`src/rtl/pwm_pkg.sv`:
```
package pwm_pkg;

  typedef enum logic [2:0] {
    ST_IDLE      = 3'd0,
    ST_LOAD_ON   = 3'd1,
    ST_COUNT_ON  = 3'd2,
    ST_LOAD_OFF  = 3'd3,
    ST_COUNT_OFF = 3'd4
  } pwm_state_e;

  // Duty request limited to the number of ticks in one period.
  function automatic int unsigned clamp_pct(input int unsigned raw, input int unsigned full);
    return (raw > full) ? full : raw;
  endfunction

  // Ticks left for the low phase once the high phase is known.
  function automatic int unsigned low_ticks(input int unsigned high, input int unsigned full);
    return full - high;
  endfunction

endpackage

```
`src/rtl/pwm_tick_gen.sv`:
```
module pwm_tick_gen #(
  parameter int unsigned TICK_DIV = 250000
) (
  input  logic clk,
  input  logic rst_n,
  output logic tick_o
);
  localparam int unsigned DIV_W = (TICK_DIV > 1) ? $clog2(TICK_DIV) : 1;
  localparam logic [DIV_W-1:0] LAST = DIV_W'(TICK_DIV - 1);

  logic [DIV_W-1:0] div_q;

  always_ff @(posedge clk or negedge rst_n) begin
    if (!rst_n) begin
      div_q <= '0;
    end else if (div_q == LAST) begin
      div_q <= '0;
    end else begin
      div_q <= div_q + 1'b1;
    end
  end

  assign tick_o = (div_q == LAST);
endmodule

```
`src/rtl/pwm_start_toggle.sv`:
```
module pwm_start_toggle #(
  parameter int unsigned SYNC_STAGES = 2
) (
  input  logic clk,
  input  logic rst_n,
  input  logic btn_i,
  output logic press_o,
  output logic run_o
);
  logic [SYNC_STAGES-1:0] sync_q;
  logic                   prev_q;
  logic                   run_q;

  generate
    if (SYNC_STAGES == 1) begin : g_one
      always_ff @(posedge clk or negedge rst_n) begin
        if (!rst_n) sync_q <= '0;
        else        sync_q <= btn_i;
      end
    end else begin : g_chain
      always_ff @(posedge clk or negedge rst_n) begin
        if (!rst_n) sync_q <= '0;
        else        sync_q <= {sync_q[SYNC_STAGES-2:0], btn_i};
      end
    end
  endgenerate

  assign press_o = sync_q[SYNC_STAGES-1] & ~prev_q;

  always_ff @(posedge clk or negedge rst_n) begin
    if (!rst_n) begin
      prev_q <= 1'b0;
      run_q  <= 1'b0;
    end else begin
      prev_q <= sync_q[SYNC_STAGES-1];
      if (press_o) run_q <= ~run_q;
    end
  end

  assign run_o = run_q;
endmodule

```
`src/rtl/pwm_phase_fsm.sv`:
```
module pwm_phase_fsm
  import pwm_pkg::*;
#(
  parameter int unsigned DUTY_W       = 7,
  parameter int unsigned PERIOD_TICKS = 100,
  parameter int unsigned CNT_W        = 7
) (
  input  logic              clk,
  input  logic              rst_n,
  input  logic              run_i,
  input  logic              tick_i,
  input  logic [DUTY_W-1:0] duty_i,
  output logic              wave_o,
  output pwm_state_e        state_o,
  output logic [CNT_W-1:0]  cnt_o,
  output logic              load_on_o,
  output logic              load_off_o
);
  pwm_state_e       state_q;
  logic [CNT_W-1:0] cnt_q;
  logic [CNT_W-1:0] on_q;
  logic             wave_q;
  logic [CNT_W-1:0] duty_c;
  logic [CNT_W-1:0] off_c;

  always_comb begin
    duty_c = CNT_W'(clamp_pct(32'(duty_i), PERIOD_TICKS));
    off_c  = CNT_W'(low_ticks(32'(on_q), PERIOD_TICKS));
  end

  always_ff @(posedge clk or negedge rst_n) begin
    if (!rst_n) begin
      state_q <= ST_IDLE;
      cnt_q   <= '0;
      on_q    <= '0;
      wave_q  <= 1'b0;
    end else if (!run_i) begin
      state_q <= ST_IDLE;
      cnt_q   <= '0;
      wave_q  <= 1'b0;
    end else begin
      unique case (state_q)
        ST_IDLE: state_q <= ST_LOAD_ON;
        ST_LOAD_ON: begin
          on_q  <= duty_c;
          cnt_q <= duty_c;
          if (duty_c == '0) begin
            state_q <= ST_LOAD_OFF;
          end else begin
            state_q <= ST_COUNT_ON;
            wave_q  <= 1'b1;
          end
        end
        ST_COUNT_ON: if (tick_i) begin
          cnt_q <= cnt_q - 1'b1;
          if (cnt_q == CNT_W'(1)) state_q <= ST_LOAD_OFF;
        end
        ST_LOAD_OFF: begin
          cnt_q <= off_c;
          if (off_c == '0) begin
            state_q <= ST_LOAD_ON;
          end else begin
            state_q <= ST_COUNT_OFF;
            wave_q  <= 1'b0;
          end
        end
        ST_COUNT_OFF: if (tick_i) begin
          cnt_q <= cnt_q - 1'b1;
          if (cnt_q == CNT_W'(1)) state_q <= ST_LOAD_ON;
        end
        default: state_q <= ST_IDLE;
      endcase
    end
  end

  assign wave_o     = wave_q;
  assign state_o    = state_q;
  assign cnt_o      = cnt_q;
  assign load_on_o  = (state_q == ST_LOAD_ON);
  assign load_off_o = (state_q == ST_LOAD_OFF);
endmodule

```
`src/rtl/pwm_toggle_gen.sv`:
```
module pwm_toggle_gen
  import pwm_pkg::*;
#(
  parameter int unsigned DUTY_W       = 7,
  parameter int unsigned PERIOD_TICKS = 100,
  parameter int unsigned TICK_DIV     = 250000,
  parameter int unsigned SYNC_STAGES  = 2
) (
  input  logic              clk,
  input  logic              rst_n,
  input  logic [DUTY_W-1:0] duty_i,
  input  logic              start_btn_i,
  output logic              wave_o,
  output logic              run_led_o
);
  localparam int unsigned CNT_W = $clog2(PERIOD_TICKS + 1);

  // Internal events, named for the checker.
  logic             tick_w;
  logic             press_w;
  logic             run_w;
  pwm_state_e       state_w;
  logic [CNT_W-1:0] cnt_w;
  logic             load_on_w;
  logic             load_off_w;

  pwm_tick_gen #(.TICK_DIV(TICK_DIV)) tick_i (
    .clk    (clk),
    .rst_n  (rst_n),
    .tick_o (tick_w)
  );

  pwm_start_toggle #(.SYNC_STAGES(SYNC_STAGES)) start_i (
    .clk     (clk),
    .rst_n   (rst_n),
    .btn_i   (start_btn_i),
    .press_o (press_w),
    .run_o   (run_w)
  );

  pwm_phase_fsm #(
    .DUTY_W       (DUTY_W),
    .PERIOD_TICKS (PERIOD_TICKS),
    .CNT_W        (CNT_W)
  ) fsm_i (
    .clk        (clk),
    .rst_n      (rst_n),
    .run_i      (run_w),
    .tick_i     (tick_w),
    .duty_i     (duty_i),
    .wave_o     (wave_o),
    .state_o    (state_w),
    .cnt_o      (cnt_w),
    .load_on_o  (load_on_w),
    .load_off_o (load_off_w)
  );

  assign run_led_o = run_w;
endmodule

```
`config.mk`:
```
export PLATFORM = sky130hd
export DESIGN_NAME = pwm_toggle_gen
export DESIGN_NICKNAME = d
export VERILOG_FILES = /design/src/rtl/pwm_pkg.sv /design/src/rtl/pwm_tick_gen.sv /design/src/rtl/pwm_start_toggle.sv /design/src/rtl/pwm_phase_fsm.sv /design/src/rtl/pwm_toggle_gen.sv
export SDC_FILE = /design/constraint.sdc
export NUM_CORES = 1
export LEC_CHECK = 0
export ABC_AREA = 1
export BUFFER_PORTS_ARGS = -buffer_cell sky130_fd_sc_hd__buf_4
export CAP_MARGIN = 30
export CORE_AREA = 2 2 84 86
export CTS_CLUSTER_SIZE = 28
export DETAILED_ROUTE_END_ITERATION = 6
export DIE_AREA = 0 0 86 88
export HOLD_SLACK_MARGIN = 0.12
export PLACE_DENSITY_LB_ADDON = 0.2
export SETUP_SLACK_MARGIN = 0.5
export SLEW_MARGIN = 20
export SYNTH_ARGS = -nofsm -noshare
export SYNTH_HDL_FRONTEND = slang
export SYNTH_HIERARCHICAL = 1
export SYNTH_SLANG_ARGS = --single-unit
```
`constraint.sdc`:
```
create_clock -name clk -period 3.7 [get_ports clk]
set_input_delay 0.185 -clock clk [delete_from_list [all_inputs] [get_ports clk]]
set_output_delay 0.185 -clock clk [all_outputs]
set_load 0.005 [all_outputs]
```
Yosys cells after proc, flatten, opt, wreduce, memory -nomap -nowiden. Index checks and enable logic that the tools add are counted.

Register bits after elaboration: 40. Output and inout bits: 2.

Add/subtract/negate cells: 3. Magnitude comparators: 1. Equal/unequal tests: 15. Mux-type cells: 17. Bitwise gates (word level): 3. Reductions and logical operators: 8.

Operators with widths (number): two-way mux 7 bit (3); one-hot mux 7 bit (3 select lines) (1); adder 18 x 1 -> 18 bit (second input constant) (1); == test 18 bit (second input constant) (1); two-way mux 18 bit (1); two-way mux 3 bit (6); inequality test 3 x 2 -> 1 bit (second input constant) (5); one-hot mux 3 bit (5 select lines) (1); zero test 7 bit (2); == test 7 x 1 -> 1 bit (second input constant) (1); greater-than comparator 7 bit (second input constant) (1); subtractor 7 x 1 -> 7 bit (second input constant) (1); subtractor 7 bit (first input constant) (1); == test 3 x 2 -> 1 bit (second input constant) (2); inequality test 3 bit (second input constant) (2); two-way mux 1 bit (4); inequality test 4 x 2 -> 1 bit (second input constant) (1); AND reduction 2 bit (2); AND reduction 4 bit (1); == test 3 x 1 -> 1 bit (second input constant) (1); == test 3 bit (second input constant) (1); zero test 3 bit (1); inequality test 3 x 1 -> 1 bit (second input constant) (1); AND reduction 3 bit (1); other kinds (4) (5).

Longest topological paths before layout.
Depth after elaboration: 6. Mapped depth: 13. Gate-level depth less buffers: 13.

Modules after synthesis. The synthesis kept the hierarchy.

Modules (own cells, without submodules): pwm_phase_fsm (instances 1, cells an instance 204, area each 1370.1 um^2); pwm_tick_gen (instances 1, cells an instance 145, area each 1066.0 um^2); pwm_start_toggle (instances 1, cells an instance 11, area each 130.1 um^2).

Least setup slack after synthesis. No wires, ideal clock.

Path kind: register -> register. Start point: register tick_i.div_q[0]. End point: register fsm_i.state_q[2], in the netlist fsm_i/state_o[2]. Library setup time: 0.121 ns. Arrival time: 1.430 ns. Data required time: 3.579 ns. Slack: 2.149 ns. Stages on the path, launching flop included: 10. Path buffers: 0. Period minus slack after synthesis: 1.551 ns. Path through: dfrtp_1 ha_1 nand2_1 nor2_4 nand3_1 inv_1 nand2_1 nor3_1 nor3_1 a22o_1.

Cells in the longest elaborated chain, start to end: 3. Elaborated cells between the ends (all ways): 4. Those cells by class: eq/ne: 3; reduce/logical: 1.

RTL lines: start: declaration (line pwm_tick_gen.sv:11) `logic [DIV_W-1:0] div_q;`; start signal: assignment (line pwm_tick_gen.sv:19) `div_q <= div_q + 1'b1;`; == test 18 bit (*) (line pwm_tick_gen.sv:23) `assign tick_o = (div_q == LAST);`; named net tick_w (line pwm_toggle_gen.sv:19) `logic tick_w;`; inequality test 3 x 2 -> 1 bit (no line); AND reduction 4 bit (no line) (*); end signal: assignment (line pwm_phase_fsm.sv:33) `state_q <= ST_IDLE;`; end signal: assignment (line pwm_phase_fsm.sv:38) `state_q <= ST_IDLE;`; end signal: assignment (line pwm_phase_fsm.sv:43) `ST_IDLE: state_q <= ST_LOAD_ON;`; end: declaration (line pwm_phase_fsm.sv:19) `pwm_state_e state_q;`.

The timed path passes the listed nets; every way through them passes the cells marked *. A chain may end at the register's enable or synchronous reset.

Worst setup path after layout.
Start point: register tick_i.div_q[8]. End point: register fsm_i.state_q[2], in the netlist fsm_i/state_o[2].

Same word-level chain as after synthesis.

==> impl_metrics.csv <==
group,metric,value,unit
clocking,cts_hold_buffers,2,
setup_path,path_max_fanout,4,
power_and_ir_drop,p_sw,0.000586,W
synthesis,yosysWarnings,6,
sta,finalCritPeriodShare,47.4,%
clocking,cts.path.max_buffers,2,
drt,viasPerCell,4.77,
sta,slew_headroom,65.3,%
drt,via_count,2183,
worst_hold_path,hold_depth,3,
die,initial_core_util,38.5,%
setup_path,r2r_start,"tick_i/div_q[8]",
drt,routedWlPerCell,11.7,µm
setup_path,cp-start-kind,"flip-flop",
grt,busiest_layer,"met2",
sta,worst_pin_slew,0.520,ns
power_and_ir_drop,power_density,536,nW/µm²
place,io_buffers,11,
die,placementRows,30,
clocking,clk_root_buffer_cell,"clkbuf_8",
grt,grt_pass1_wl,9580,µm
layout,fin_area,2880,µm²
drt,drt_iter0_drc,122,
sta,max_freq,571,MHz
drt,wirelength,5360,µm
power_and_ir_drop,p_leak,1.43,nW
grt,grt_usage,16.0,%
place,placed_cell_area,2730,µm²
grt,grtUsageMet3,2.83,%
power_and_ir_drop,p_int,0.000955,W
synthesis,syn_inst,358,
layout,syn_to_final_growth,12.4,%
place,gp_congestion,0.898,
layout,multi_input_area,1320,µm²
power_and_ir_drop,p_clk_share,25.3,%
grt,grt_pass1_vias,2145,
setup_path,rr_worst_depth,9,
layout,layout_common_cells,"nand2_1 (96), inv_1 (55), nor2_1 (47), dfrtp_1 (40), nand3_1 (29)",
grt,overflow,0,
setup_path,r2r_end,"fsm_i/state_o[2]",
sta,setup_violations,0,
worst_hold_path,min_to,"fsm_i/on_q[6]",
layout,antennaDiodeCount,0,
run,cap_violations,0,
power_and_ir_drop,swShare,38.0,%
clocking,numCtsBuffers,5,
synthesis,avgSynthCellArea,7.15,µm²
sta,rsz0062_at_grt,"no",
sta,clock-skew-final,0.00872,ns
die,io_pins,12,
setup_path,cp-startpoint,"tick_i/div_q[8]",
setup_path,worstSetupPathType,"reg2reg",
power_and_ir_drop,pwr-share-seq,37.6,%
grt,antenna_found_initial,0,
synthesis,synth_area,2560,µm²
sta,slew_violations,0,
clocking,cts_sinks,40,
clocking,clk_pin_slew,0.08,ns
grt,grt_max_degree,41,
drt,drt_drc_violations_left,0,
layout,final_common_cell,"nand2_1",
clocking,tritoncts,"yes",
synthesis,synth_fp_nets,373,
die,die_w,86,µm
layout,drive_above_1_share,12.7,%
grt,grtUsageMet1,20.6,%
die,dieArea,7570,µm²
power_and_ir_drop,ir_drop,0.235,mV
setup_path,cp.required,3.88,ns
place,hpwl,4090,µm
layout,fillers,669,
drt,drt-pass1-iter-count,4,
clocking,cts-htree-levels,2,
clocking,clock_latency,0.29,ns
setup_path,rrSetupSlack,1.95,ns
layout,regArea,1000,µm²
die,fp.coreArea,6640,µm²
power_and_ir_drop,power_frac_comb,37.1,%
clocking,cts_resized,0,
setup_path,cp-end-kind,"flip-flop",
sta,final.setup.tns,0,ns
grt,grt_use_met2,26.7,%
worst_hold_path,hold_path_startpoint,"duty_i[6]",
layout,layout.nets,392,
drt,drtAntennaViolNets,0,
worst_hold_path,min_path_type,"in2reg",
die,die_h,88,µm
sta,hold_viol,0,
sta,post-route-min-period,1.75,ns
setup_path,worstPathArrival,1.93,ns
run_status,status,"finished, final reports clean",
clocking,cts_setup_buffers,0,
## sequential cells by signal, summed over array words and instances, names as in the netlist
register and flops:
start_i/run_o 1, tick_i/div_q 18, start_i/prev_q 1, fsm_i/on_q 7, fsm_i/cnt_o 7, fsm_i/wave_o 1
start_i/sync_q 2, fsm_i/state_o 3
## worst max-delay path: stages, from the launching register on
cell	delay, ns
dfrtp_1	0.42
nor2_1	0.12
nand3_1	0.10
nor2_1	0.19
nand3_1	0.12
inv_1	0.13
nand2_1	0.07
nor3_1	0.17
nor3_1	0.09
a22o_1	0.23
## per-stage QoR
step	utilization (%)	worst slack, ns	total power, W	hold slack [ns]	std cells
global route	43.3	1.77	0.00168	0.186	458
finish	43.3	1.95	0.00154	0.134	458
global placement	41.1	1.97	0.00116	0.207	448
CTS	43.3	1.92	0.00156	0.122	458
detailed placement	41.1	1.94	0.00115	0.207	448
floorplan	-	2.15	0.00102	-0.111	358
## power by group through the flow
| stage | Sequential [W] | Combinational [W] | Clock (W) |
|---|---|---|---|
| 2_1_floorplan | 0.000573 | 0.000444 | 0 |
| 3_3_place_gp | 0.000587 | 0.000568 | 0 |
| 3_5_place_dp | 0.000589 | 0.000565 | 0 |
| 4_1_cts | 0.000580 | 0.000569 | 0.000410 |
| 5_1_grt | 0.000590 | 0.000665 | 0.000428 |
| 6_report | 0.000580 | 0.000571 | 0.000390 |
## per-layer routing
| layer | up-vias | share of wire (%) |
|---|---|---|
| li1 | 1158 | - |
| met1 | 981 | 48 |
| met2 | 36 | 47 |
| met3 | 8 | 3.5 |
| met4 | 0 | 1.9 |
| met5 | - | 0 |
## final cells by class
| type | instances | share of cell area, % |
|---|---|---|
| multi-input combinational | 259 | 46.0 |
| sequential | 40 | 34.8 |
| inverter | 58 | 7.74 |
| timing repair buffer | 13 | 3.57 |
| tap | 80 | 3.48 |
| clock buffer | 7 | 3.35 |
| clock inverter | 1 | 1.04 |
## worst max-delay path by stage
stage	slack, ns	end	depth (start not counted)
6_report	1.95	fsm_i/state_o[2]	9
5_1_grt	1.77	fsm_i/cnt_o[1]	11
4_1_cts	1.92	fsm_i/state_o[2]	9
3_5_place_dp	1.94	fsm_i/state_o[2]	9
3_3_place_gp	1.97	fsm_i/cnt_o[1]	11
2_1_floorplan	2.15	fsm_i/state_o[2]	9
Power figures use the tool's default switching activity.
